**src/rtl/e1_spare_bit_capture.sv**
```systemverilog
module e1_spare_bit_capture #(
  parameter int REG_W = 8
) (
  input  logic                          clk,
  input  logic                          rst_n,
  input  logic                          ts0_valid,
  input  logic [7:0]                    ts0_byte,
  input  logic [$clog2(2*REG_W)-1:0]    frame_idx,
  input  logic                          is_align,
  input  logic                          rd_ack,
  output logic [REG_W-1:0]              si_align_q,
  output logic [REG_W-1:0]              si_nonalign_q,
  output logic [REG_W-1:0]              alarm_q,
  output logic [REG_W-1:0]              sa4_q,
  output logic [REG_W-1:0]              sa5_q,
  output logic [REG_W-1:0]              sa6_q,
  output logic [REG_W-1:0]              sa7_q,
  output logic [REG_W-1:0]              sa8_q,
  output logic                          mf_flag
);
  localparam int NFRAMES = 2 * REG_W;
  localparam int IDX_W   = $clog2(NFRAMES);
  localparam logic [IDX_W-1:0] LAST = IDX_W'(NFRAMES - 1);
  localparam int NSA = 5;

  logic [REG_W-1:0] sh_sia, sh_sin, sh_ra;
  logic [REG_W-1:0] sh_sa [NSA];
  logic [REG_W-1:0] eff_sia, eff_sin, eff_ra;
  logic [REG_W-1:0] eff_sa [NSA];
  logic [REG_W-1:0] hold_sa [NSA];

  wire take_a   = ts0_valid & is_align;
  wire take_n   = ts0_valid & ~is_align;
  wire boundary = ts0_valid & (frame_idx == LAST);

  assign eff_sia = take_a ? {sh_sia[REG_W-2:0], ts0_byte[7]} : sh_sia;
  assign eff_sin = take_n ? {sh_sin[REG_W-2:0], ts0_byte[7]} : sh_sin;
  assign eff_ra  = take_n ? {sh_ra[REG_W-2:0],  ts0_byte[5]} : sh_ra;

  always_comb
    for (int k = 0; k < NSA; k++)
      eff_sa[k] = take_n ? {sh_sa[k][REG_W-2:0], ts0_byte[4-k]} : sh_sa[k];

  always_ff @(posedge clk) begin
    if (!rst_n) begin
      sh_sia <= '0; sh_sin <= '0; sh_ra <= '0;
      si_align_q <= '0; si_nonalign_q <= '0; alarm_q <= '0;
      for (int k = 0; k < NSA; k++) begin
        sh_sa[k]   <= '0;
        hold_sa[k] <= '0;
      end
      mf_flag <= 1'b0;
    end else begin
      sh_sia <= eff_sia; sh_sin <= eff_sin; sh_ra <= eff_ra;
      for (int k = 0; k < NSA; k++) sh_sa[k] <= eff_sa[k];
      if (boundary) begin
        si_align_q    <= eff_sia;
        si_nonalign_q <= eff_sin;
        alarm_q       <= eff_ra;
        for (int k = 0; k < NSA; k++) hold_sa[k] <= eff_sa[k];
      end
      mf_flag <= boundary | (mf_flag & ~rd_ack);
    end
  end

  assign sa4_q = hold_sa[0];
  assign sa5_q = hold_sa[1];
  assign sa6_q = hold_sa[2];
  assign sa7_q = hold_sa[3];
  assign sa8_q = hold_sa[4];

  a_r6_hold_steady: assert property (@(posedge clk) disable iff (!rst_n)
    !(ts0_valid && frame_idx == LAST) |=>
      $stable(si_align_q) && $stable(si_nonalign_q) && $stable(alarm_q) &&
      $stable(sa4_q) && $stable(sa8_q));

  a_r7_flag_rise: assert property (@(posedge clk) disable iff (!rst_n)
    (ts0_valid && frame_idx == LAST) |=> mf_flag);

  a_r7_flag_sticky: assert property (@(posedge clk) disable iff (!rst_n)
    (mf_flag && !rd_ack) |=> mf_flag);

  a_r8_flag_clear: assert property (@(posedge clk) disable iff (!rst_n)
    (rd_ack && !(ts0_valid && frame_idx == LAST)) |=> !mf_flag);

  a_r4_alarm_last: assert property (@(posedge clk) disable iff (!rst_n)
    (ts0_valid && frame_idx == LAST && !is_align) |=> alarm_q[0] == $past(ts0_byte[5]));

  a_r9_idle_quiet: assert property (@(posedge clk) disable iff (!rst_n)
    (!ts0_valid && !rd_ack) |=> $stable(mf_flag) && $stable(sa6_q));
endmodule

```
**config.mk**
```make
export PLATFORM = sky130hd
export DESIGN_NAME = e1_spare_bit_capture
export DESIGN_NICKNAME = d
export VERILOG_FILES = /design/src/rtl/e1_spare_bit_capture.sv
export SDC_FILE = /design/constraint.sdc
export NUM_CORES = 1
export LEC_CHECK = 0
export CORE_MARGIN = 10
export CORE_UTILIZATION = 56
export CTS_CLUSTER_SIZE = 40
export DETAILED_ROUTE_END_ITERATION = 8
export PLACE_DENSITY = 0.9
export SKIP_LAST_GASP = 1
export SYNTH_ARGS = -nofsm -noshare
export SYNTH_HDL_FRONTEND = slang
export SYNTH_SLANG_ARGS = --single-unit
```
**constraint.sdc**
```tcl
create_clock -name clk -period 7.1 [get_ports clk]
set_input_delay 1.42 -clock clk [delete_from_list [all_inputs] [get_ports clk]]
set_output_delay 1.42 -clock clk [all_outputs]
set_load 0.01 [all_outputs]
```
* Word-level counts from Yosys, hierarchy flattened
Memories as Yosys holds them, arrays and structs flattened.
Cells that the tools add are included.
** Operators by class
- Equal/unequal tests :: 1
- Bitwise gates (word level) :: 17
- Muxes and demuxes :: 23
** Operators by type and width (count)
- $mux W8 :: 18
- $or A1 B1 Y1 :: 11
- $mux W1 :: 5
- $and A1 B1 Y1 :: 4
- $eq A4 B4 Y1 const B :: 1
- $not A1 Y1 :: 2
** Storage, ports and cells
- Input bits :: 17
- Word-level logic and storage cells :: 50
- Register bits after elaboration :: 49
- Memories :: 2
- Bits in writable memories :: 80
** Memories
- hold_sa :: depth 5, bits a word 8, read ports 5, clocked after memory_dff 0, write ports 5, line 30 : logic [REG_W-1:0] hold_sa [NSA];
- sh_sa :: depth 5, bits a word 8, read ports 5, clocked after memory_dff 0, write ports 5, line 27 : logic [REG_W-1:0] sh_sa [NSA];

* Depth between registers and ports, before layout
- Depth after elaboration :: 6
- Mapped depth :: 5
- Gate-level depth less buffers :: 3

* Least setup slack after synthesis
OpenSTA, ideal clock, no wires.
- Path kind :: input to register
- Start :: input port frame_idx[2]
- End :: memory hold_sa[0][0], enable pin
- Data arrival time :: 2.957 ns
- Stages on the path :: 5
- Setup slack :: 3.745 ns
- Library setup time :: 0.398 ns
- Cells stage by stage :: nand2_1 or2_1 buf_2 buf_6 nand2_1
** RTL lines
- start: declaration :: line 8 : input logic [$clog2(2*REG_W)-1:0] frame_idx,
- end: declaration :: line 30

==> report_table.html <==
<table>
<tr><th>Metric</th><th>Value</th></tr>
<tr><th colspan="2">Detailed routing</th></tr>
<tr><td>Detailed-routed wire length on met3</td><td>860 µm</td></tr>
<tr><td>Detailed router's first-iteration violation count</td><td>115</td></tr>
<tr><td>Highest routed layer</td><td>met4</td></tr>
<tr><td>First-pass iteration count of the detailed router</td><td>6</td></tr>
<tr><td>Total wire length after detailed routing</td><td>9920 µm</td></tr>
<tr><td>Via count of the routed design</td><td>3,131</td></tr>
<tr><td>WL per Instance</td><td>17.2 µm</td></tr>
<tr><td>Drt via density</td><td>5.44</td></tr>
<tr><td>Post-route met1 wirelength</td><td>4080 µm</td></tr>
<tr><td>Antenna Nets Post-Route</td><td>0</td></tr>
<tr><td>Number of DRC violations after detailed routing</td><td>0</td></tr>
<tr><td>Routed wl met2</td><td>4890 µm</td></tr>
<tr><th colspan="2">Timing</th></tr>
<tr><td>Count of final setup violators</td><td>0</td></tr>
<tr><td>Final Max Slew Viols</td><td>0</td></tr>
<tr><td>Final worst clock skew</td><td>0.00860 ns</td></tr>
<tr><td>Max-slew headroom at the worst pin</td><td>0.258</td></tr>
<tr><td>Count of final hold-check violations</td><td>0</td></tr>
<tr><td>Fin crit period</td><td>3.92 ns</td></tr>
<tr><td>FMAX</td><td>0.255 GHz</td></tr>
<tr><td>Worst Slack Setup Final</td><td>3.18 ns</td></tr>
<tr><td>Setup repair after global routing missed its margin</td><td>no</td></tr>
<tr><td>Fin Setup TNS</td><td>0 ns</td></tr>
<tr><td>Pin slew with the least headroom to its limit</td><td>1.11 ns</td></tr>
<tr><td>Final worst path period share</td><td>0.552</td></tr>
<tr><th colspan="2">Power and ir drop</th></tr>
<tr><td>Pwr Total</td><td>1.74 mW</td></tr>
<tr><td>Leakage power figure</td><td>2.17 nW</td></tr>
<tr><td>Peak supply drop</td><td>0.000184 V</td></tr>
<tr><td>Total power per unit cell area</td><td>280 nW/µm²</td></tr>
<tr><th colspan="2">Synthesis</th></tr>
<tr><td>Mean instance size in the synthesized netlist</td><td>12.5 µm²</td></tr>
<tr><td>Netlist area before placement</td><td>4830 µm²</td></tr>
<tr><td>Number of different library cells in the post-synthesis netlist</td><td>20</td></tr>
<tr><td>Largest cells by area after synthesis</td><td>dfxtp_1 37%, edfxtp_1 25%, mux2i_1 13%</td></tr>
<tr><td>Net count of the mapped netlist</td><td>403</td></tr>
<tr><td>Synth Register Bits</td><td>129</td></tr>
<tr><td>Fraction of post-synthesis cell area in the top cell type by area</td><td>0.369</td></tr>
<tr><td>Sequential element share of the synthesized area</td><td>0.618</td></tr>
<tr><td>Leading area contributor after synthesis</td><td>dfxtp_1</td></tr>
<tr><td>Cell count after synthesis</td><td>386</td></tr>
<tr><td>Number of warning messages in the yosys log</td><td>0</td></tr>
<tr><th colspan="2">Worst setup path</th></tr>
<tr><td>CP endpoint kind</td><td>flip-flop</td></tr>
<tr><td>Ordered list of cells on the worst path</td><td>clkdlybuf4s50_1 -&gt; nand3_2 -&gt; or2_2 -&gt; buf_4 -&gt; nand2_2</td></tr>
<tr><td>Length in cells of the worst reg-to-reg path</td><td>2</td></tr>
<tr><td>Worst path max stage delay</td><td>0.79 ns</td></tr>
<tr><td>Data required time at the worst endpoint</td><td>7.22 ns</td></tr>
<tr><td>Critical Path AT</td><td>4.04 ns</td></tr>
<tr><td>Biggest fanout along the worst timing path</td><td>42</td></tr>
<tr><td>Kind of launch point of the worst setup path</td><td>input pin</td></tr>
<tr><td>Minimum setup slack among reg-to-reg paths</td><td>6.16 ns</td></tr>
<tr><td>FF-to-FF Start</td><td>sh_sa[0][0]</td></tr>
<tr><td>RR Endpoint</td><td>hold_sa[0][0]</td></tr>
<tr><td>Worst setup path category</td><td>input pin to flip-flop</td></tr>
<tr><td>CP max stage cell</td><td>nand2_2</td></tr>
<tr><th colspan="2">Final layout</th></tr>
<tr><td>Final-layout fill cell count</td><td>562</td></tr>
<tr><td>Antenna diodes</td><td>0</td></tr>
<tr><td>Area growth from synthesis to layout</td><td>28.4%</td></tr>
<tr><td>Area used by multi-input combinational logic</td><td>1640 µm²</td></tr>
<tr><td>Proportion of layout cells with a drive suffix above 1</td><td>0.170</td></tr>
<tr><td>Number of nets at the end of the flow</td><td>475</td></tr>
<tr><td>Final core utilization</td><td>0.747</td></tr>
<tr><td>Final standard cell count with taps included and fillers excluded</td><td>576</td></tr>
<tr><td>Seq. cell area</td><td>2980 µm²</td></tr>
<tr><th colspan="2">Die</th></tr>
<tr><td>Horizontal extent of the die</td><td>113 µm</td></tr>
<tr><td>Core Footprint</td><td>8300 µm²</td></tr>
<tr><td>Floorplan die height</td><td>113 µm</td></tr>
<tr><td>I/O Pins</td><td>82</td></tr>
<tr><td>Area of the die</td><td>12,700 µm²</td></tr>
<tr><td>Starting utilization of the core area</td><td>0.582</td></tr>
<tr><td>Std-Cell Rows</td><td>33</td></tr>
<tr><th colspan="2">Clock network</th></tr>
<tr><td>Clock root cell</td><td>clkbuf_8</td></tr>
<tr><td>Post-CTS Hold Fix Bufs</td><td>0</td></tr>
<tr><td>Source-to-sink clock delay at the later pin of the worst-skew pair</td><td>0.50 ns</td></tr>
<tr><td>TritonCTS Sinks</td><td>129</td></tr>
<tr><td>Clock slew seen by the registers of the worst setup and hold paths</td><td>0.06 ns</td></tr>
<tr><td>Number of H-tree branching levels</td><td>4</td></tr>
<tr><td>Clock tree from TritonCTS</td><td>yes</td></tr>
<tr><td>Clock tree buffer depth</td><td>2</td></tr>
<tr><td>Number of buffers inserted by post-CTS setup repair</td><td>0</td></tr>
<tr><td>Gates resized, CTS repair</td><td>0</td></tr>
<tr><td>CTS Buf Count</td><td>17</td></tr>
<tr><th colspan="2">Worst hold path</th></tr>
<tr><td>Cell count of the worst hold path</td><td>2</td></tr>
<tr><td>Hold Startpoint</td><td>sh_ra[7]</td></tr>
<tr><td>Hold EP</td><td>sh_ra[7]</td></tr>
<tr><td>Kind of path behind the tightest hold check</td><td>flip-flop to flip-flop</td></tr>
<tr><th colspan="2">Placement</th></tr>
<tr><td>Pre-CTS setup slack</td><td>2.67 ns</td></tr>
<tr><td>Half-perimeter wire length of the detailed placement result</td><td>6080 µm</td></tr>
<tr><td>Weighted congestion at the end of routability-driven global placement</td><td>0.754</td></tr>
<tr><td>Number of placed instances with taps included</td><td>544</td></tr>
<tr><td>Number of buffer cells added on primary ports</td><td>80</td></tr>
<tr><th colspan="2">Flow run</th></tr>
<tr><td>Number of max-cap violations</td><td>0</td></tr>
<tr><th colspan="2">GRT</th></tr>
<tr><td>Sum of overflow across all layers after global routing</td><td>0</td></tr>
<tr><td>Number of global-route vias before repair</td><td>3,301</td></tr>
<tr><td>First-pass GRT wire length</td><td>16,800 µm</td></tr>
<tr><td>Combined global-route utilization of all metal layers</td><td>0.160</td></tr>
<tr><td>Largest net degree at the start of global routing</td><td>59</td></tr>
<tr><td>Initial antenna violation count</td><td>0</td></tr>
<tr><th colspan="2">Outcome</th></tr>
<tr><td>Result of the run</td><td>finished, final reports clean</td></tr>
</table>
==> per-layer routing <==
layer	global-route usage	vias to the layer above
met5	0	-
met4	0.0550	0
met3	0.0761	9
met2	0.256	99
met1	0.184	1502
li1	-	1521
==> cells in the mapped netlist, drive strengths merged <==
master	count
a21oi	1
and2b	1
buf	15
clkbuf	16
dfxtp	89
edfxtp	40
inv	1
mux2i	64
nand2	3
nand2b	1
nand3	1
nor2	64
nor3	40
o211ai	24
o21ai	24
or2	1
or3	1
==> layout make-up <==
class	count	share of cell area
Tap cell	105	0.0212
Timing Repair Buffer	84	0.134
Inverter	1	0.00101
Sequential cell	129	0.481
Clock inverter	14	0.0303
Multi-Input combinational cell	225	0.265
Clock buffer	18	0.0674
==> cells by family after synthesis <==
kind of cell / count (synthesis) / synth area share
AOI/OAI and AO/OA: 49 / 0.0632
buffers and inverters: 32 / 0.0428
DFF: 129 / 0.618
muxes: 64 / 0.133
and+or+nand+nor: 112 / 0.144
==> registers in the layout, summed over array words and instances (netlist names), 8 cells and up <==
register	flops
si_align_q	8
sh_sin	8
sh_ra	8
sh_sia	8
alarm_q	8
sh_sa	40
hold_sa	40
si_nonalign_q	8
==> layout by cell type (no fill, tap or decap), types with 2 or more instances in the layout <==
cell             instances
bufinv_16                4
o21ai_0                  4
o211ai_1                24
clkinv_2                 3
nand2_1                  2
clkbuf_16               16
nor3_2                  40
clkdlybuf4s50_1         80
buf_4                    4
inv_6                    2
nor2_1                  64
mux2i_1                 64
dfxtp_1                 89
o21ai_1                 20
clkinvlp_4               3
edfxtp_1                40
==> where the power goes <==
part,leakage [nW],switching (mW),internal (mW),total [mW]
logic,0.744,0.0488,0.0354,0.0842
clock network,0.289,0.308,0.569,0.877
registers,1.13,0.00477,0.772,0.777
total,2.17,0.362,1.38,1.74
==> worst max-delay path: cells and delay by family <==
family / cells / cell delay, ns
buffers and inverters: 2 / 0.87
and+or+nand+nor: 3 / 1.71
==> how the worst max path moves through the flow <==
stage	startpoint	to	slack (ns)
2_1_floorplan	frame_idx[2]	hold_sa[0][0]	3.74
3_3_place_gp	ts0_valid	hold_sa[0][11]	2.76
3_5_place_dp	ts0_valid	hold_sa[0][4]	2.67
4_1_cts	ts0_valid	hold_sa[0][33]	3.17
5_1_grt	ts0_valid	hold_sa[0][33]	3.03
6_report	ts0_valid	hold_sa[0][21]	3.18
==> metrics by stage <==
stage	hold slack [ns]	area [µm²]
after CTS	0.494	6200
after floorplan	0.457	4830
final	0.497	6200
after global routing	0.520	6200
after global placement	0.461	5600
after detailed placement	0.479	5600
Power figures use the tool's default switching activity.
